<file path="config.mk">
export PLATFORM = sky130hd
export DESIGN_NAME = wdec_top
export DESIGN_NICKNAME = d
export VERILOG_FILES = /design/src/rtl/wdec_pkg.sv /design/src/rtl/wdec_range.sv /design/src/rtl/wdec_datapath.sv /design/src/rtl/wdec_ctrl.sv /design/src/rtl/wdec_top.sv
export SDC_FILE = /design/constraint.sdc
export NUM_CORES = 1
export LEC_CHECK = 0
export ABC_AREA = 1
export BUFFER_PORTS_ARGS = -buffer_cell sky130_fd_sc_hd__buf_2
export CAP_MARGIN = 5
export CORE_MARGIN = 10
export CORE_UTILIZATION = 30
export CTS_BUF_LIST = sky130_fd_sc_hd__clkbuf_4 sky130_fd_sc_hd__clkbuf_8
export DETAILED_ROUTE_END_ITERATION = 7
export HOLD_SLACK_MARGIN = 0.12
export PLACE_DENSITY = 0.52
export RECOVER_POWER = 50
export SLEW_MARGIN = 20
export SYNTH_ARGS = -nofsm -noshare
export SYNTH_HDL_FRONTEND = slang
export SYNTH_SLANG_ARGS = --single-unit
</file>
<file path="constraint.sdc">
create_clock -name clk -period 3.31 [get_ports clk]
set_clock_uncertainty 0.15 [all_clocks]
set_input_delay 0.4965 -clock clk [delete_from_list [all_inputs] [get_ports clk]]
set_output_delay 0.4965 -clock clk [all_outputs]
set_load 0.01 [all_outputs]
</file>
<file path="src/rtl/wdec_pkg.sv">
package wdec_pkg;
  localparam int ADDR_W   = 32;
  localparam int WIDE_W   = 64;
  localparam int IO_GRAN  = 12;
  localparam int MEM_GRAN = 20;
  localparam int NUM_WIN  = 3;
  localparam int WIN_IO   = 0;
  localparam int WIN_MEM  = 1;
  localparam int WIN_PF   = 2;
  localparam logic [3:0] UPPER_ON = 4'h1;

  typedef struct packed {
    logic ioWin;
    logic memWin;
    logic pfWin;
    logic isaAlias;
    logic vgaIo;
    logic vgaMem;
  } winFlags_t;
endpackage

</file>
<file path="src/rtl/wdec_range.sv">
module wdec_range #(
  parameter int W = 64
) (
  input  logic [W-1:0] lo,
  input  logic [W-1:0] hi,
  input  logic [W-1:0] val,
  output logic         hit
);
  always_comb hit = (lo <= hi) && (val >= lo) && (val <= hi);
endmodule

</file>
<file path="src/rtl/wdec_datapath.sv">
module wdec_datapath
  import wdec_pkg::*;
(
  input  logic [ADDR_W-1:0] addr,
  input  logic [7:0]        ioBase,
  input  logic [7:0]        ioLimit,
  input  logic [15:0]       ioBaseUpper,
  input  logic [15:0]       ioLimitUpper,
  input  logic [15:0]       memBase,
  input  logic [15:0]       memLimit,
  input  logic [15:0]       pfBase,
  input  logic [15:0]       pfLimit,
  input  logic [31:0]       pfBaseUpper,
  input  logic [31:0]       pfLimitUpper,
  output winFlags_t         flags
);
  logic [NUM_WIN-1:0][WIDE_W-1:0] loB, hiB;
  logic [NUM_WIN-1:0]             hitV;
  logic [WIDE_W-1:0]              val64;
  logic                           ioUpperOn, pfUpperOn, low64k;

  always_comb begin
    ioUpperOn = (ioBase[3:0] == UPPER_ON);
    pfUpperOn = (pfBase[3:0] == UPPER_ON);
    val64 = {{(WIDE_W-ADDR_W){1'b0}}, addr};
    loB[WIN_IO]  = {32'h0, (ioUpperOn ? ioBaseUpper : 16'h0), ioBase[7:4], {IO_GRAN{1'b0}}};
    hiB[WIN_IO]  = {32'h0, (ioUpperOn ? ioLimitUpper : 16'h0), ioLimit[7:4], {IO_GRAN{1'b1}}};
    loB[WIN_MEM] = {32'h0, memBase[15:4], {MEM_GRAN{1'b0}}};
    hiB[WIN_MEM] = {32'h0, memLimit[15:4], {MEM_GRAN{1'b1}}};
    loB[WIN_PF]  = {(pfUpperOn ? pfBaseUpper : 32'h0), pfBase[15:4], {MEM_GRAN{1'b0}}};
    hiB[WIN_PF]  = {(pfUpperOn ? pfLimitUpper : 32'h0), pfLimit[15:4], {MEM_GRAN{1'b1}}};
  end

  for (genvar g = 0; g < NUM_WIN; g++) begin : g_win
    wdec_range #(.W(WIDE_W)) range_i (
      .lo(loB[g]), .hi(hiB[g]), .val(val64), .hit(hitV[g])
    );
  end

  always_comb begin
    low64k         = (addr[31:16] == 16'h0);
    flags.ioWin    = hitV[WIN_IO];
    flags.memWin   = hitV[WIN_MEM];
    flags.pfWin    = hitV[WIN_PF];
    flags.isaAlias = low64k && (addr[9:8] != 2'b00);
    flags.vgaMem   = (addr[31:17] == 15'd5);
    flags.vgaIo    = low64k && (((addr[9:4] == 6'h3B) && (addr[3:2] != 2'b11)) ||
                                (addr[9:5] == 5'h1E));
  end
endmodule

</file>
<file path="src/rtl/wdec_ctrl.sv">
module wdec_ctrl
  import wdec_pkg::*;
(
  input  logic      clk,
  input  logic      rstN,
  input  logic      addrValid,
  input  logic      isIo,
  input  logic      fromSecondary,
  input  logic      ioSpaceEn,
  input  logic      memSpaceEn,
  input  logic      isaEn,
  input  logic      vgaEn,
  input  winFlags_t flags,
  output logic      decVld,
  output logic      fwdDown,
  output logic      fwdUp,
  output logic      pfHit
);
  logic spaceOk, winHit, legacyHit, claim, nextDown, nextUp, nextPf;

  always_comb begin
    spaceOk   = isIo ? ioSpaceEn : memSpaceEn;
    winHit    = isIo ? (flags.ioWin && !(isaEn && flags.isaAlias))
                     : (flags.memWin || flags.pfWin);
    legacyHit = vgaEn && (isIo ? flags.vgaIo : flags.vgaMem);
    claim     = legacyHit || winHit;
    nextDown  = addrValid && spaceOk && !fromSecondary && claim;
    nextUp    = addrValid && spaceOk && fromSecondary && !claim;
    nextPf    = nextDown && !isIo && flags.pfWin;
  end

  always_ff @(posedge clk) begin
    if (!rstN) begin
      decVld  <= 1'b0;
      fwdDown <= 1'b0;
      fwdUp   <= 1'b0;
      pfHit   <= 1'b0;
    end else begin
      decVld  <= addrValid;
      fwdDown <= nextDown;
      fwdUp   <= nextUp;
      pfHit   <= nextPf;
    end
  end

  AST_DIR_EXCLUSIVE: assert property (@(posedge clk) disable iff (!rstN)
    !(fwdDown && fwdUp));
  AST_PF_NEEDS_DOWN: assert property (@(posedge clk) disable iff (!rstN)
    pfHit |-> fwdDown);
  AST_IDLE_QUIET: assert property (@(posedge clk) disable iff (!rstN)
    !decVld |-> !(fwdDown || fwdUp || pfHit));
  AST_REQ_DECIDED: assert property (@(posedge clk) disable iff (!rstN)
    addrValid |=> decVld);
  AST_SEC_NOT_DOWN: assert property (@(posedge clk) disable iff (!rstN)
    (addrValid && fromSecondary) |=> !fwdDown);
  AST_SPACE_OFF: assert property (@(posedge clk) disable iff (!rstN)
    (addrValid && !spaceOk) |=> !(fwdDown || fwdUp));
  AST_LEGACY_DOWN: assert property (@(posedge clk) disable iff (!rstN)
    (addrValid && spaceOk && !fromSecondary && legacyHit) |=> fwdDown);
endmodule

</file>
<file path="src/rtl/wdec_top.sv">
module wdec_top
  import wdec_pkg::*;
(
  input  logic        clk,
  input  logic        rstN,
  input  logic        addrValid,
  input  logic [31:0] addr,
  input  logic        isIo,
  input  logic        fromSecondary,
  input  logic        ioSpaceEn,
  input  logic        memSpaceEn,
  input  logic        isaEn,
  input  logic        vgaEn,
  input  logic [7:0]  ioBase,
  input  logic [7:0]  ioLimit,
  input  logic [15:0] ioBaseUpper,
  input  logic [15:0] ioLimitUpper,
  input  logic [15:0] memBase,
  input  logic [15:0] memLimit,
  input  logic [15:0] pfBase,
  input  logic [15:0] pfLimit,
  input  logic [31:0] pfBaseUpper,
  input  logic [31:0] pfLimitUpper,
  output logic        decVld,
  output logic        fwdDown,
  output logic        fwdUp,
  output logic        pfHit
);
  winFlags_t flags;

  wdec_datapath dp_i (
    .addr(addr), .ioBase(ioBase), .ioLimit(ioLimit),
    .ioBaseUpper(ioBaseUpper), .ioLimitUpper(ioLimitUpper),
    .memBase(memBase), .memLimit(memLimit), .pfBase(pfBase), .pfLimit(pfLimit),
    .pfBaseUpper(pfBaseUpper), .pfLimitUpper(pfLimitUpper), .flags(flags)
  );

  wdec_ctrl ctrl_i (
    .clk(clk), .rstN(rstN), .addrValid(addrValid), .isIo(isIo),
    .fromSecondary(fromSecondary), .ioSpaceEn(ioSpaceEn), .memSpaceEn(memSpaceEn),
    .isaEn(isaEn), .vgaEn(vgaEn), .flags(flags), .decVld(decVld),
    .fwdDown(fwdDown), .fwdUp(fwdUp), .pfHit(pfHit)
  );
endmodule

</file>
-- Word-level counts from Yosys, hierarchy flattened
Cells that the tools add are included.
- output and inout bits: 4
- register bits after elaboration: 4
- muxes and demuxes: 7
- equality and inequality tests: 6
- reductions and logical operators: 28
- order comparisons: 9
- operator list (kind ; count):
    $le 32x32->1 ; 4
    $ge 32x32->1 ; 2
    $ge 32x64->1 ; 1
    $le 32x64->1 ; 1
    $le 64x64->1 ; 1
    $mux 32 ; 2
    $mux 16 ; 2
    $logic_and 1x1->1 ; 19
    $logic_not 16->1 ; 1
    $eq 15x3->1 const B ; 1
    $eq 4x1->1 const B ; 2
    $eq 6x6->1 const B ; 1
    $eq 5x5->1 const B ; 1
    $logic_not 1->1 ; 4
    $logic_or 1x1->1 ; 3
    $mux 1 ; 3
    $ne 2x2->1 const B ; 1
    $reduce_bool 2->1 ; 1

-- Logic depth before layout (Yosys ltp)
Gate-level depths: netlist of the first run.
- word-level depth: 11
- mapped depth: 22
- depth with buffers taken out: 21

-- By module
From an unflattened synthesis of the first run, not the netlist that was laid out.
- cells, all modules: 2493
- area, all modules: 16065.4 sq um
- by module, submodules not included (module ; cells each ; area each (sq um) ; times used):
    wdec_range ; 743 ; 4803.4 ; 3
    wdec_datapath ; 238 ; 1466.4 ; 1
    wdec_ctrl ; 26 ; 188.9 ; 1

-- Worst setup path after synthesis of the first run
Ideal clock, no wire load.
- kind: in2reg
- from: in ioBase[1]
- to: reg ctrl_i.fwdDown
- arrival time: 2.468 ns
- path slack: 0.583 ns
- library setup time: 0.109 ns
- data required time: 3.051 ns
- cell stages on the path: 15
- cell sequence: nor4_1 > clkbuf_1 > nand2_1 > ha_1 > nand2_1 > nor2_1 > nand4_1 > nor2_1 > nand3_1 > nand3_1 > nand2_1 > nand4_1 > nand3_2 > nand2_1 > inv_1
- word-level cells in the longest chain between the ends: 9
- elaborated cells on any way between the ends: 12
- those cells by class: 3 x order compare; 1 x eq/ne; 3 x mux; 5 x reduce/logical
- ends and longest elaborated chain (item ; line ; text):
    from (decl) ; wdec_top.sv:14 ; input logic [7:0] ioBase,
    $eq 4x1->1 * ; wdec_datapath.sv:23 ; ioUpperOn = (ioBase[3:0] == UPPER_ON);
    $mux 16 (on tied branches) ; wdec_datapath.sv:26, wdec_datapath.sv:27 ;
    $le 32x32->1 / $ge 32x32->1 (equally long branches) ; wdec_range.sv:9 ; always_comb hit = (lo <= hi) && (val >= lo) && (val <= hi);
    $logic_and 1x1->1 ; wdec_range.sv:9 ;
    $logic_and 1x1->1 * ; wdec_range.sv:9 ;
    $logic_and 1x1->1 * ; wdec_ctrl.sv:23 ; winHit = isIo ? (flags.ioWin && !(isaEn && flags.isaAlias))
    $mux 1 * ; wdec_ctrl.sv:23 ;
    $logic_or 1x1->1 * ; wdec_ctrl.sv:26 ; claim = legacyHit || winHit;
    $logic_and 1x1->1 * ; wdec_ctrl.sv:27 ; nextDown = addrValid && spaceOk && !fromSecondary && claim;
    to (signal assigned) ; wdec_ctrl.sv:40 ; fwdDown <= nextDown;
    to (decl) ; wdec_ctrl.sv:15 ; output logic fwdDown,
Mark *: on every way between the ends. The rest lies on a longest branch, timed or not.
A chain may end at the register's enable or synchronous reset.

-- Worst setup path after layout of the first run
- from: in pfBase[2]
- to: reg ctrl_i.fwdDown
- word-level cells in the longest chain between the ends: 9
- elaborated cells on any way between the ends: 12
- those cells by class: 3 x order compare; 1 x eq/ne; 3 x mux; 5 x reduce/logical
- ends and longest elaborated chain (item ; line ; text):
    from (decl) ; wdec_top.sv:20 ; input logic [15:0] pfBase,
    $eq 4x1->1 * ; wdec_datapath.sv:24 ; pfUpperOn = (pfBase[3:0] == UPPER_ON);
    $mux 32 (on tied branches) ; wdec_datapath.sv:30, wdec_datapath.sv:31 ;
    $le 64x64->1 / $ge 32x64->1 (equally long branches) ; wdec_range.sv:9 ;
    $logic_and 1x1->1 ; wdec_range.sv:9 ;
    $logic_and 1x1->1 * ; wdec_range.sv:9 ;
    $logic_or 1x1->1 * ; wdec_ctrl.sv:24 ; : (flags.memWin || flags.pfWin);
    $mux 1 * ; wdec_ctrl.sv:23 ;
    $logic_or 1x1->1 * ; wdec_ctrl.sv:26 ;
    $logic_and 1x1->1 * ; wdec_ctrl.sv:27 ;
Marks and branches as above.

==> impl_metrics.env, run 1 <==
export IMPL_fp_row_count=48
export IMPL_htree_num_levels=1
export IMPL_stdcell_area_mm2=0.006653
export IMPL_cts_made_buffers=3
export IMPL_die_width_um=153.2
export IMPL_grt_pass1_wl_um=29770
export IMPL_route_vias_total=6075
export IMPL_synth_cell_types=30
export IMPL_clkTransAtPathRegs_ps=30
export IMPL_final_common_cell="nand2_1"
export IMPL_dp_hpwl_um=16570
export IMPL_grt_overflow_total=0
export IMPL_vias_per_cell=4.602
export IMPL_antenna_found_initial=5
export IMPL_drc=0
export IMPL_preCtsSetupSlack_ps=360.9
export IMPL_synth_seq_area_share_pct=1.504
export IMPL_fin_crit_sh_pct=80.08
export IMPL_synth_seq_cells=4
export IMPL_area_growth_pct=24.93
export IMPL_crit_fanout=32
export IMPL_firstDrtPassIters=4
export IMPL_cts_sinks=4
export IMPL_cts_tree="yes"
export IMPL_drv_cap=0
export IMPL_postCtsResizedCells=0
export IMPL_wire_per_inst_um=13.83
export IMPL_period_needed_ps=2650
export IMPL_cts_setup_buffers=0
export IMPL_grt_setup_unrepaired="false"
export IMPL_cp_slowest_stage_delay_ps=290
export IMPL_coreArea_mm2=0.01736
export IMPL_cts_hold_buf=0
export IMPL_place_congestion=0.8306
export IMPL_drtAntennaViolNets=0
export IMPL_syn_cell_area_mm2=0.005325
export IMPL_yosys_top_cells_area="ha_1 38%, nand2_1 16%, inv_1 11%"
export IMPL_setup_tns_ps=0
export IMPL_nNetsFinal=1471
export IMPL_finalMaxSlewViolations=0
export IMPL_finalHoldViolCount=0
export IMPL_hold_path_class="input port to flip-flop"
export IMPL_ys_warn_count=0
export IMPL_slowest_stage="ha_1"
export IMPL_die_area_mm2=0.02348
export IMPL_yosysTopAreaCell="ha_1"
export IMPL_critPathLaunchType="input port"
export IMPL_synth_nets=1272
export IMPL_synth_cells=894
export IMPL_leakage_nw=4.000
export IMPL_crit_path_end_kind="flip-flop"
export IMPL_grt_max_degree=33
export IMPL_power_density_mw_per_mm2=115.9
export IMPL_die_h_um=153.2
export IMPL_drive_above_1_share_pct=19.89
export IMPL_criticalPathCategory="input port to flip-flop"
export IMPL_path_cells="buf_2, nor2_4, nand2_1, inv_1, buf_12, nand2_1, ha_1, nand2_1, nor2_1, nand2_1, nor2_1, a21boi_0, nor2_2, nand2_1, nand3_2, nand2_1, inv_1"
export IMPL_synthDominantCellAreaShare_pct=37.83
export IMPL_required_ps=3270
export IMPL_dr_first_iter_drc_count=216
export IMPL_slew_headroom_pct=71.96
export IMPL_grt_pass1_vias=6215
export IMPL_grt_util_all_layers_pct=14.84
export IMPL_worst_pin_slew_ps=416.7
export IMPL_path_common_cell="nand2_1"
export IMPL_final_cell_mix="231 x nand2_1, 201 x buf_2, 161 x ha_1"
export IMPL_start_util_pct=30.68
export IMPL_port_buffers=204
export IMPL_synth_area_per_cell_um2=5.956
export IMPL_cts_buffer_depth=2
export IMPL_drt_total_wl_um=18250
export IMPL_ios=221
export IMPL_ctsRootBufferMaster="clkbuf_8"
export IMPL_setup_viol=0
export IMPL_fmax_ghz=0.3773
export IMPL_setup_ws_ps=659.5
export IMPL_finish_utilization_pct=38.33
export IMPL_worstPathArrival_ps=2610
export IMPL_placed_cell_area_mm2=0.006605
export IMPL_status="completed"
export IMPL_worst_ir_drop_vdd_mv=0.07396
## where the power goes
group          switching, mW  leakage (nW)  total, mW  internal, mW
logic                  0.349          3.95      0.618         0.269
registers           0.000303        0.0326     0.0503        0.0500
clock network         0.0255        0.0216      0.103        0.0776
total                  0.375          4.00      0.771         0.396
## metal layers
layer | GRT usage (%) | vias to the layer above | wire, µm
li1 | - | 3357 | -
met1 | 18.52 | 2575 | 8587
met2 | 26.16 | 137 | 8452
met3 | 3.648 | 4 | 1181
met4 | 0.8174 | 2 | 23
met5 | 0 | - | 7
## final cells by class
class,count,area [µm²]
Sequential cell,4,80.08
Antenna cell,4,10.01
Tap cell,225,281.5
Multi-Input combinational cell,721,4569
Timing Repair Buffer,209,1092
Inverter,154,578.1
Clock buffer,3,41.29
Fill cell,1988,10700
## critical path: cells and delay by family
family,cells,cell delay (ps)
buf+inv,4,440
fa+ha+maj,1,290
simple gates,11,1090
compound gates,1,280
## cells by family (layout without fill, tap and decap cells)
group                    count (synthesis)  count (layout)  share of synthesized area, %
AO/OA/AOI/OAI                          133             133                         14.83
adder cells (fa/ha/maj)                161             161                         37.83
buffers and inverters                  169             366                         12.81
flip-flops                               4               4                         1.504
other                                    0               4                             0
AND/OR/NAND/NOR                        427             427                         33.04
## state kept, by name (all words and copies together), names as in the netlist
register and flops:
ctrl_i.pfHit 1, ctrl_i.fwdDown 1, ctrl_i.fwdUp 1, ctrl_i.decVld 1
## synthesized netlist by cell type (all sizes together)
| master | instances |
|---|---|
| buf | 8 |
| o21a | 3 |
| nand3b | 4 |
| clkbuf | 7 |
| o22ai | 1 |
| nand2 | 231 |
| a21boi | 1 |
| a211oi | 1 |
| ha | 161 |
| o21ai | 19 |
| a21oi | 70 |
| and2 | 1 |
| o21bai | 4 |
| nand3 | 29 |
| nand4 | 20 |
| nor3 | 12 |
| a211o | 1 |
| a21o | 2 |
| inv | 154 |
| nor4 | 3 |
| nor3b | 2 |
| nor2 | 125 |
| dfxtp | 4 |
| o211ai | 31 |
## per-stage QoR
step | instances | total power, mW | hold slack [ps]
2_1_floorplan | 894 | 0.4131 | 471.5
3_3_place_gp | 1313 | 0.6699 | 575.5
3_5_place_dp | 1313 | 0.6749 | 579.1
4_1_cts | 1316 | 0.7816 | 364.0
5_1_grt | 1316 | 0.8830 | 373.1
6_report | 1320 | 0.7709 | 366.9
## final timing paths
path                                         to       from  cells after the start  slack, ps
worst max-delay path  ctrl_i.fwdDown$_SDFF_PN0_  pfBase[2]                     17        660
worst min-delay path   ctrl_i.decVld$_SDFF_PN0_       rstN                      3        370
Note: power is estimated with default switching activity, not from simulation.
==> run 2: changes to the inputs <==
- clock period: 3.31 -> 2.5 ns (I/O delays scaled with it)
==> run 2 against run 1 <==
  * Routed wire length increased by 6.2%
  * Critical path depth is the same
  * Total power grew 41%
  * Global-route usage grew 0.19 points
  * Core utilization rose by 3.1 points
  * Die area unchanged
  * Non-clock buffer count is 25 higher
  * Sequential share of layout area down 0.090 points
  * Via count increased by 2.8%
  * First-iteration DRC count shrank 10%
  * Clock power increased by 26%
  * Sequential cell count stayed put
==> impl_metrics.env, run 2 (same netlist as run 1, synthesis figures left out) <==
export IMPL_final_cell_mix="214 x nand2_1, 200 x buf_2, 152 x inv_1"
export IMPL_die_area_mm2=0.02348
export IMPL_grt_setup_unrepaired="true"
export IMPL_die_width_um=153.2
export IMPL_ctsRootBufferMaster="clkbuf_8"
export IMPL_drt_total_wl_um=19380
export IMPL_cts_made_buffers=3
export IMPL_dp_hpwl_um=16820
export IMPL_wire_per_inst_um=14.44
export IMPL_start_util_pct=30.68
export IMPL_area_growth_pct=35.03
export IMPL_port_buffers=204
export IMPL_htree_num_levels=1
export IMPL_crit_fanout=8
export IMPL_coreArea_mm2=0.01736
export IMPL_hold_path_startpoint="rstN"
export IMPL_period_needed_ps=2439
export IMPL_cts_buffer_depth=2
export IMPL_path_cells="buf_6, nor4_4, buf_6, buf_12, nand2_8, ha_4, nand2_2, nor2_1, nand4_1, nor2_1, nand3_1, nand3_1, nand2_1, nand4_1, nand3_2, nand2_1, inv_1"
export IMPL_setup_viol=0
export IMPL_firstDrtPassIters=4
export IMPL_fp_row_count=48
export IMPL_hold_end="ctrl_i.decVld$_SDFF_PN0_"
export IMPL_leakage_nw=4.212
export IMPL_grt_util_all_layers_pct=15.03
export IMPL_vias_per_cell=4.654
export IMPL_ios=221
export IMPL_final_common_cell="nand2_1"
export IMPL_critPathLaunchType="input port"
export IMPL_crit_path_end_kind="flip-flop"
export IMPL_drtAntennaViolNets=0
export IMPL_fin_crit_sh_pct=97.58
export IMPL_required_ps=2460
export IMPL_setup_tns_ps=0
export IMPL_filler_cell_count=1933
export IMPL_nNetsFinal=1496
export IMPL_min_path_cells=3
export IMPL_grt_pass1_wl_um=30150
export IMPL_grt_max_degree=33
export IMPL_slew_headroom_pct=74.33
export IMPL_slowest_stage="nor4_4"
export IMPL_grt_overflow_total=0
export IMPL_preCtsSetupSlack_ps=-279.9
export IMPL_worst_ir_drop_vdd_mv=0.1262
export IMPL_hold_path_class="input port to flip-flop"
export IMPL_route_vias_total=6246
export IMPL_finalHoldViolCount=0
export IMPL_worstPathArrival_ps=2400
export IMPL_power_density_mw_per_mm2=151.0
export IMPL_path_buf_inv=4
export IMPL_dr_first_iter_drc_count=194
export IMPL_drc=0
export IMPL_finalPower_mw=1.086
export IMPL_clkTransAtPathRegs_ps=30
export IMPL_antenna_found_initial=2
export IMPL_cts_tree="yes"
export IMPL_grt_pass1_vias=6241
export IMPL_setup_ws_ps=60.51
export IMPL_finalMaxSlewViolations=0
export IMPL_criticalPathCategory="input port to flip-flop"
export IMPL_drive_above_1_share_pct=25.27
export IMPL_crit_family="simple AND/OR/NAND/NOR gates"
export IMPL_die_h_um=153.2
export IMPL_cts_sinks=4
export IMPL_cp_slowest_stage_delay_ps=270
export IMPL_place_congestion=0.8067
export IMPL_fmax_ghz=0.4099
export IMPL_worst_pin_slew_ps=381.6
export IMPL_drv_cap=0
export IMPL_status="completed"
-- run 2: cell types whose count changed in the layout (fill, tap and decap cells not counted), moves of 3 or more --
cell / change
nor2_2: +6
nand2_2: +11
diode_2: -3
buf_6: +5
nor2_1: -6
nand2_1: -17
clkbuf_16: +4
buf_4: +18
ha_4: +10
nand2_4: +4
ha_1: -10
-- run 2: final cells by class --
cell class	instances	area, µm²	share of cell area (%)
antenna	1	2.502	0.03480
clock buffer	3	41.29	0.5742
inverter	154	583.1	8.109
multi-input combinational	721	4827	67.13
sequential	4	80.08	1.114
tap	225	281.5	3.915
timing repair buffer	234	1375	19.12
-- run 2: how the worst max path moves through the flow --
stage,from,end,slack [ps],depth (start not counted)
2_1_floorplan,ioBase[1],ctrl_i.fwdDown$_SDFF_PN0_,7,15
3_3_place_gp,ioBase[1],ctrl_i.fwdDown$_SDFF_PN0_,-230,15
3_5_place_dp,pfBase[2],ctrl_i.fwdDown$_SDFF_PN0_,-280,17
4_1_cts,pfBase[2],ctrl_i.fwdDown$_SDFF_PN0_,30,18
5_1_grt,ioBase[2],ctrl_i.fwdDown$_SDFF_PN0_,-80,16
6_report,ioBase[2],ctrl_i.fwdDown$_SDFF_PN0_,60,17
-- run 2: stage by stage --
stage	instances	util (%)	instance area [µm²]	hold slack [ps]
final	1342	41.43	7191	244.2
after floorplan	894	-	5335	350.0
after detailed placement	1331	38.88	6749	464.2
after global placement	1331	38.88	6749	453.7
after global routing	1341	41.41	7188	281.3
after CTS	1334	39.18	6800	249.7
-- run 2: power breakdown --
part	total (mW)	leakage, nW	internal [mW]	switching (mW)
Clock	0.130	0.0216	0.102	0.0282
Combinational	0.889	4.16	0.396	0.493
Sequential	0.0666	0.0326	0.0662	0.000394
-- run 2: repair_timing --
action,4_1_cts,5_1_grt
pin swaps,0,18
setup endpoints to repair,2,3
setup buffers,0,1
hold buffers,0,0
resized for setup,4,50
cloned,0,6
-- run 2: per-layer routing --
metal	track usage, %	up-vias	wire (µm)
met1	19.57	2663	8986
li1	-	3405	-
met2	25.71	162	9022
met4	1.680	2	195
met5	0	-	11
met3	2.834	14	1163
